==> src/rtl/scan_tap.sv <==
module scan_tap #(
  parameter int          RING_W   = 8,
  parameter logic [31:0] ID_VALUE = 32'h1A5C_3E01
) (
  input  logic              tck,
  input  logic              tms,
  input  logic              tdi,
  input  logic              trst_n,
  input  logic [RING_W-1:0] ring_in,
  output logic              tdo,
  output logic              tdo_oe,
  output logic              force_hiz,
  output logic [1:0]        dr_sel
);
  localparam int IR_W = 3;
  localparam logic [IR_W-1:0] OP_EXTEST = 3'b000;
  localparam logic [IR_W-1:0] OP_IDENT  = 3'b001;
  localparam logic [IR_W-1:0] OP_SAMPZ  = 3'b010;
  localparam logic [IR_W-1:0] OP_SAMPLE = 3'b100;
  localparam logic [1:0] SEL_PASS = 2'd0, SEL_ID = 2'd1, SEL_RING = 2'd2;

  typedef enum logic [3:0] {
    S_TLR, S_RTI, S_SEL_DR, S_CAP_DR, S_SH_DR, S_EX1_DR, S_PAU_DR, S_EX2_DR,
    S_UPD_DR, S_SEL_IR, S_CAP_IR, S_SH_IR, S_EX1_IR, S_PAU_IR, S_EX2_IR, S_UPD_IR
  } tap_st_t;

  tap_st_t state, state_nx;
  logic [IR_W-1:0]   ir_q, ir_sh;
  logic              pass_q;
  logic [31:0]       id_sh;
  logic [RING_W-1:0] ring_sh;

  always_comb begin
    case (state)
      S_TLR:    state_nx = tms ? S_TLR    : S_RTI;
      S_RTI:    state_nx = tms ? S_SEL_DR : S_RTI;
      S_SEL_DR: state_nx = tms ? S_SEL_IR : S_CAP_DR;
      S_CAP_DR: state_nx = tms ? S_EX1_DR : S_SH_DR;
      S_SH_DR:  state_nx = tms ? S_EX1_DR : S_SH_DR;
      S_EX1_DR: state_nx = tms ? S_UPD_DR : S_PAU_DR;
      S_PAU_DR: state_nx = tms ? S_EX2_DR : S_PAU_DR;
      S_EX2_DR: state_nx = tms ? S_UPD_DR : S_SH_DR;
      S_UPD_DR: state_nx = tms ? S_SEL_DR : S_RTI;
      S_SEL_IR: state_nx = tms ? S_TLR    : S_CAP_IR;
      S_CAP_IR: state_nx = tms ? S_EX1_IR : S_SH_IR;
      S_SH_IR:  state_nx = tms ? S_EX1_IR : S_SH_IR;
      S_EX1_IR: state_nx = tms ? S_UPD_IR : S_PAU_IR;
      S_PAU_IR: state_nx = tms ? S_EX2_IR : S_PAU_IR;
      S_EX2_IR: state_nx = tms ? S_UPD_IR : S_SH_IR;
      default:  state_nx = tms ? S_SEL_DR : S_RTI;
    endcase
  end

  always_ff @(posedge tck or negedge trst_n)
    if (!trst_n) state <= S_TLR;
    else         state <= state_nx;

  always_comb begin
    case (ir_q)
      OP_IDENT:                       dr_sel = SEL_ID;
      OP_EXTEST, OP_SAMPZ, OP_SAMPLE: dr_sel = SEL_RING;
      default:                        dr_sel = SEL_PASS;
    endcase
  end

  assign force_hiz = (ir_q == OP_EXTEST) || (ir_q == OP_SAMPZ);

  always_ff @(posedge tck or negedge trst_n) begin
    if (!trst_n) begin
      pass_q  <= 1'b0;
      id_sh   <= '0;
      ring_sh <= '0;
      ir_sh   <= '0;
    end else begin
      if (state == S_CAP_DR) begin
        case (dr_sel)
          SEL_ID:   id_sh   <= ID_VALUE;
          SEL_RING: ring_sh <= ring_in;
          default:  pass_q  <= 1'b0;
        endcase
      end else if (state == S_SH_DR) begin
        case (dr_sel)
          SEL_ID:   id_sh   <= {tdi, id_sh[31:1]};
          SEL_RING: ring_sh <= {tdi, ring_sh[RING_W-1:1]};
          default:  pass_q  <= tdi;
        endcase
      end
      if (state == S_CAP_IR)     ir_sh <= OP_IDENT;
      else if (state == S_SH_IR) ir_sh <= {tdi, ir_sh[IR_W-1:1]};
    end
  end

  always_ff @(negedge tck or negedge trst_n)
    if (!trst_n)               ir_q <= OP_IDENT;
    else if (state == S_TLR)   ir_q <= OP_IDENT;
    else if (state == S_UPD_IR) ir_q <= ir_sh;

  always_ff @(negedge tck or negedge trst_n) begin
    if (!trst_n) begin
      tdo_oe <= 1'b0;
      tdo    <= 1'b0;
    end else begin
      tdo_oe <= (state == S_SH_DR) || (state == S_SH_IR);
      if (state == S_SH_IR) tdo <= ir_sh[0];
      else if (state == S_SH_DR)
        case (dr_sel)
          SEL_ID:   tdo <= id_sh[0];
          SEL_RING: tdo <= ring_sh[0];
          default:  tdo <= pass_q;
        endcase
      else tdo <= 1'b0;
    end
  end
endmodule

==> config.mk <==
export PLATFORM = sky130hd
export DESIGN_NAME = scan_tap
export DESIGN_NICKNAME = d
export VERILOG_FILES = /design/src/rtl/scan_tap.sv
export SDC_FILE = /design/constraint.sdc
export NUM_CORES = 1
export LEC_CHECK = 0
export BUFFER_PORTS_ARGS = -buffer_cell sky130_fd_sc_hd__buf_2
export CAP_MARGIN = 5
export CORE_MARGIN = 10
export CORE_UTILIZATION = 60
export DETAILED_ROUTE_END_ITERATION = 12
export PLACE_DENSITY = 0.84
export SETUP_SLACK_MARGIN = 0.4
export SLEW_MARGIN = 25
export SYNTH_ARGS = -nofsm -noshare
export SYNTH_HDL_FRONTEND = slang
export SYNTH_SLANG_ARGS = --single-unit
==> constraint.sdc <==
create_clock -name tck -period 2.9 [get_ports tck]
set_input_delay 0.435 -clock tck [delete_from_list [all_inputs] [get_ports tck]]
set_output_delay 0.435 -clock tck [all_outputs]
set_load 0.01 [all_outputs]
After elaboration in Yosys (flattened, before gate mapping):

Index checks and enable logic that the tools add are counted.

* flip-flop bits (word level): 53
* bits of input ports: 12
* output and inout bits: 5
* word-level logic and storage cells: 75

* eq/ne operators: 20
* mux-type cells: 33
* reduce and logical (&&, ||, !) cells: 14

Operator list (number)
* $mux 32: 4
* $pmux 4 s11: 1
* $mux 8: 4
* $eq 4x4->1 const B: 7
* $mux 3: 6
* $eq 4x3->1 const B: 4
* $mux 4: 4
* $mux 1: 9
* $eq 4x2->1 const B: 2
* $mux 2: 3
* $reduce_bool 2->1: 3
* $reduce_or 2->1: 3
* $logic_not 4->1: 1
* $ne 2x2->1 const B: 2
* $pmux 2 s2: 1
* $reduce_and 2->1: 2
* $eq 3x1->1 const B: 1
* $eq 3x2->1 const B: 1
* $eq 3x3->1 const B: 1
* $logic_not 3->1: 1
* $reduce_and 3->1: 1
* $reduce_or 3->1: 1
* $eq 2x1->1 const B: 1
* $eq 2x2->1 const B: 1
* 2 further kinds: 3

Depth between registers and ports, before layout:

Gate-level depths: netlist of the first run.

* depth in word-level cells: 8
* gate-level depth with buffers: 7
* depth with buffers taken out: 7

==> impl_results.md, run 1 <==
- CP Capture Type: flip-flop
- Fin. Hold Viols: 0
- First-iteration detailed-routing DRC count: 284
- Die Ht: 86.1 um
- Initial antenna violation count: 0
- Largest cells by area after synthesis: dfrtp_1 46%, mux2_2 10%, mux2i_1 6.5%
- Drt pass-1 iters: 5
- Fraction of layout cells with a size suffix above 1: 0.470
- Maximum vdd ir drop: 0.801 mV
- Layout Skew: 0.0674 ns
- Die width: 86.1 um
- Commonest non-fill, non-tap cell in the layout: dfrtp_1
- DRT Wirelength: 7900 um
- Number of global-route vias before repair: 2,091
- Final Total Pwr: 4.58 mW
- Pwr/cell area: 1290 nW/um2
- Cell Area, Synth: 2630 um2
- Core area: 4120 um2
- FF+latch count, synth: 53
- # setup viols final: 44
- Avg Cell Area, Syn: 10.9 um2
- Top cell type's share of synthesized area: 0.458
- Worst Path Required: 3.14 ns
- Max_cap viols: 0
- Total track usage: 0.193
- Post-synth top area cell: dfrtp_1
- Setup ws final: -0.823 ns
- Yosys warning total: 0
- Clk_lat worst skew: 0.38 ns
- # rows: 23
- Worst slew pin tran: 0.644 ns
- Routed vias/inst: 6.18
- Area of the die: 7420 um2
- Status: finished with violations
- Cts bufs inserted: 5
- Worst min-delay path class: input port to async pin
- CTS clk-pin slew, worst paths: 0.11 ns
- Worst Path Max Fanout: 5
- Slew Limit Fails: 0
- Largest net degree at the start of global routing: 31
- Antenna-violating nets left: 0
- Port bufs: 16
- Starting Density: 0.638
- Relative slew margins: 0.568
- Placer Congestion: 0.754
- DR WL/cell: 22.7 um
- Detail Placement HPWL: 3670 um
- Area delta synth->final: 35.7%
- GRT overflow: 0
- First-pass GRT wire length: 11,100 um
- Filler cells: 168
- Clk buf depth: 2
- Failing checks: setup timing
- Clk sink count: 53
- TritonCTS clock tree: done
- Critical Path Source Type: flip-flop
- Crit Path Category: flip-flop to flip-flop
- CTS root buffer: clkbuf_8
- Ant. Diodes: 0
- Pleak: 1.71 nW
- Net count after synthesis: 255
- Mapped Cells: 240
- Post-synth cell types: 42
- Seq/Total Area, Yosys: 0.506
- Unrepaired setup endpoints after global routing: true
- Most frequent cells in the layout: 44 x dfrtp_1, 28 x buf_4, 23 x inv_1
- WP data arrival: 3.96 ns
- H-tree level count: 2
- Final hold slack: 0.0203 ns
- IO Count: 17
- Fin nets: 312
- Residual DRC: 0
- Vias: 2,150
## layer usage
layer / part of all wire / vias to the layer above / GRT usage
li1: - / 923 / -
met1: 0.42 / 1052 / 0.243
met2: 0.46 / 135 / 0.305
met3: 0.080 / 40 / 0.0416
met4: 0.042 / 0 / 0.0943
met5: 0 / - / 0
## synth_stat cells (all sizes together)
cell type,number
nand4bb,1
a221o,2
o21ai,6
or3,3
o221ai,2
nor3b,1
nand4,1
xnor2,1
o311a,1
o211a,1
a211oi,2
inv,25
nand3b,2
buf,7
o32ai,1
a21o,1
nand3,3
a21oi,8
clkbuf,9
and4bb,1
a21boi,2
nor3,2
dfstp,1
or3b,1
nand2,22
dfrtp,48
nor2,19
nand2b,1
mux2,33
dfrtn,4
and2,1
mux2i,17
o22ai,2
nor2b,1
o211ai,1
ha,3
and3,1
and3b,2
or4b,1
## through the flow
stage | setup TNS, ns | util | setup slack [ns] | instance area [um2] | std cells
after floorplan | -15.48 | - | -0.486 | 2740 | 240
after global placement | -17.85 | 0.726 | -0.495 | 2990 | 315
after detailed placement | -18.91 | 0.726 | -0.527 | 2990 | 315
after CTS | -29.17 | 0.819 | -0.772 | 3370 | 340
after global routing | -32.62 | 0.866 | -0.847 | 3560 | 348
final | -31.26 | 0.866 | -0.823 | 3560 | 348
## worst max-delay path, stage by stage (launching register included)
cell	delay [ns]
dfstp_2	0.55
inv_2	0.04
or3_4	0.34
buf_6	0.13
inv_4	0.05
ha_4	0.13
a21boi_4	0.24
buf_6	0.17
buf_16	0.12
buf_8	0.10
mux2i_4	0.25
## path summary, 6_finish.rpt
| check | startpoint | endpoint | slack (ns) | depth (start not counted) |
|---|---|---|---|---|
| setup / recovery | ir_q[0] | id_sh[29] | -0.82 | 10 |
| hold / removal | trst_n | ir_sh[2] | 0.02 | 1 |
| setup reg to reg | ir_q[0] | id_sh[29] | -0.82 | 10 |
| hold reg to reg | ring_sh[4] | ring_sh[4] | 0.52 | 1 |
| max in group asynchronous | trst_n | ir_q[0] | 1.18 | 1 |
| min in group tck | tdi | ir_sh[2] | 0.45 | 3 |
## layout make-up
type                       count  area [um2]  area share
clock buffer                   6        72.6      0.0204
multi-input combinational    146        1350       0.378
clock inverter                 3        42.5      0.0119
tap                           50        62.6      0.0176
sequential                    53        1330       0.374
inverter                      24        92.6      0.0260
timing repair buffer          66         614       0.172
## kinds of logic (layout without fill, tap and decap cells)
logic type / count (synthesis) / in the layout / synth area share
and+or+nand+nor: 63 / 63 / 0.120
DFF: 53 / 53 / 0.506
muxes: 50 / 50 / 0.206
buffers and inverters: 41 / 99 / 0.0677
AOI/OAI and AO/OA: 29 / 29 / 0.0825
adders and majority gates: 3 / 3 / 0.0143
xor gates and xnor gates: 1 / 1 / 0.00334
## power by group
part | internal [mW] | switching (mW)
clock | 0.262 | 0.270
sequential | 1.03 | 0.210
combinational | 1.55 | 1.26
## sequential cells by signal, indices dropped and copies added, names as in the netlist
signal,cells
pass_q,1
id_sh,32
ir_sh,3
state,4
ir_q,3
tdo,1
ring_sh,8
tdo_oe,1
## what timing repair did
| action | in CTS | in global routing |
|---|---|---|
| setup endpoints to repair | 51 | 51 |
| resized for setup | 28 | 29 |
| hold buffers | 0 | 0 |
| setup buffers | 15 | 8 |
| pin swaps | 4 | 5 |
| gates cloned | 2 | 0 |
(Power assumes the default switching activity.)
==> run 2: changes to the inputs <==
--- a/config.mk
+++ b/config.mk
@@ -11,8 +11,10 @@
 export CORE_UTILIZATION = 60
 export DETAILED_ROUTE_END_ITERATION = 12
 export PLACE_DENSITY = 0.84
+export RECOVER_POWER = 100
 export SETUP_SLACK_MARGIN = 0.4
 export SLEW_MARGIN = 25
 export SYNTH_ARGS = -nofsm -noshare
 export SYNTH_HDL_FRONTEND = slang
 export SYNTH_SLANG_ARGS = --single-unit
+export TNS_END_PERCENT = 5
==> impl_results.md, run 2 (synthesis gave the netlist of run 1 again) <==
- DRT Wirelength: 5830 um (-26%)
- Setup ws final: -0.793 ns (+0.0298 ns)
- Final Total Pwr: 3.62 mW (-21%)
- First-iteration detailed-routing DRC count: 86 (-70%)
- Crit Path Category: flip-flop to output pin
- Pwr/cell area: 1150 nW/um2 (-11%)
- Slew Limit Fails: 0 (unchanged)
- Die width: 86.1 um (unchanged)
- Failing checks: setup timing
- # rows: 23 (unchanged)
- Clk_lat worst skew: 0.36 ns (-0.02 ns)
- Placer Congestion: 0.788 (+4.6%)
- CTS root buffer: clkbuf_8
- DP Area: 2950 um2 (-1.3%)
- Worst Path Required: 2.47 ns (-0.67 ns)
- Initial antenna violation count: 0 (unchanged)
- Status: finished with violations
- Setup total negative slack: -26.76 ns (+4.50 ns)
- Max FFs per register: 32 (unchanged)
- Pleak: 1.54 nW (-10%)
- Detail Placement HPWL: 3730 um (+1.8%)
- Starting Density: 0.638 (unchanged)
- Fin. Hold Viols: 0 (unchanged)
- Port bufs: 16 (unchanged)
- Maximum vdd ir drop: 0.691 mV (-14%)
- Worst Path Max Fanout: 2 (-3)
- Clk buf depth: 2 (unchanged)
- Total track usage: 0.152 (-0.0404)
- CTS clk-pin slew, worst paths: 0.09 ns (-0.02 ns)
- Fraction of layout cells with a size suffix above 1: 0.354 (-0.116)
- IO Count: 17 (unchanged)
- Vias: 1,894 (-12%)
- Largest register by flop count: id_sh
- GRT overflow: 0 (unchanged)
- Biggest regs: id_sh: 32 flops, ring_sh: 8 flops, state: 4 flops
- Final Cell Area: 3160 um2 (-11%)
- Drt pass-1 iters: 4 (-1)
- Worst min-delay path class: input port to flip-flop
- Area delta synth->final: 20.4%
- Fin nets: 291 (-6.7%)
- Number of global-route vias before repair: 1,921 (-8.1%)
- Relative slew margins: 0.321 (-0.247)
- Worst slew pin tran: 1.02 ns (+0.375 ns)
- CP Capture Type: output pin
- Die Ht: 86.1 um (unchanged)
- Most frequent cells in the layout: 48 x dfrtp_1, 23 x inv_1, 22 x nand2_1
- Residual DRC: 0 (unchanged)
- Critical Path Source Type: flip-flop
- Layout Skew: 0.0621 ns (-0.00530 ns)
- Cts bufs inserted: 5 (unchanged)
- Routed vias/inst: 5.79 (-6.2%)
- Core area: 4120 um2 (unchanged)
- # setup viols final: 44 (unchanged)
- Final core utilization: 0.768 (-0.0976)
- Clk sink count: 53 (unchanged)
- Commonest non-fill, non-tap cell in the layout: dfrtp_1
- Reg-to-reg slack, setup: -0.70 ns (+0.12 ns)
- TritonCTS clock tree: done
- Antenna-violating nets left: 0 (unchanged)
- Final hold slack: 0.434 ns (+0.414 ns)
- WP data arrival: 3.26 ns (-0.70 ns)
- H-tree level count: 2 (unchanged)
- Unrepaired setup endpoints after global routing: true
- DR WL/cell: 17.8 um (-21%)
- Largest net degree at the start of global routing: 43 (+39%)
- Ant. Diodes: 0 (unchanged)
- First-pass GRT wire length: 9070 um (-19%)
- Area of the die: 7420 um2 (unchanged)
- Max_cap viols: 0 (unchanged)
## run 2: worst max-delay path: stages (launching register included)
cell and delay (ns):
dfstp_2 0.53, inv_2 0.04, or3_4 0.33, buf_6 0.13
ha_4 0.15, nor2_2 0.12, buf_2 0.15
## run 2: layer usage
metal,vias up,wire (um),global-route usage,share of wire
li1,880,-,-,-
met1,951,2320,0.177,0.40
met2,48,3080,0.258,0.53
met3,15,262,0.0388,0.045
met4,0,160,0.0659,0.027
met5,-,0,0,0
## run 2: layout make-up
type | instances | area (um2)
repair buffers | 45 | 333
inverters | 24 | 92.6
clock buffers | 7 | 76.3
multi-input cells | 146 | 1260
fillers | 260 | 955
well taps | 50 | 62.6
clock inverters | 2 | 11.3
flip-flops and latches | 53 | 1330
## run 2: final timing paths
check / from / to / depth (start not counted)
min in group asynchronous: trst_n / id_sh[15] / 2
setup / recovery: ir_q[0] / dr_sel[0] / 6
hold / removal: tdi / ir_sh[2] / 3
max in group asynchronous: trst_n / tdo / 2
hold reg to reg: ring_sh[6] / ring_sh[6] / 1
setup reg to reg: ir_q[0] / id_sh[10] / 8
## run 2: per-stage QoR
stage                     setup WS [ns]  instances
after floorplan                  -0.486        240
after global placement           -0.467        314
after detailed placement         -0.516        314
after CTS                        -0.749        327
after global routing             -0.841        327
final                            -0.793        327
## run 2: power breakdown
| part | internal, mW | switching (mW) |
|---|---|---|
| Sequential | 1.02 | 0.160 |
| Combinational | 1.07 | 0.961 |
| Clock | 0.173 | 0.238 |
## run 2: timing repair
| action | 4_1_cts | 5_1_grt |
|---|---|---|
| setup buffers | 3 | 0 |
| gates cloned | 1 | 0 |
| hold buffers | 1 | 0 |
| setup endpoints to repair | 51 | 51 |
| hold endpoints to repair | 1 | 0 |
| resized for setup | 18 | 10 |
| pin swaps | 6 | 9 |
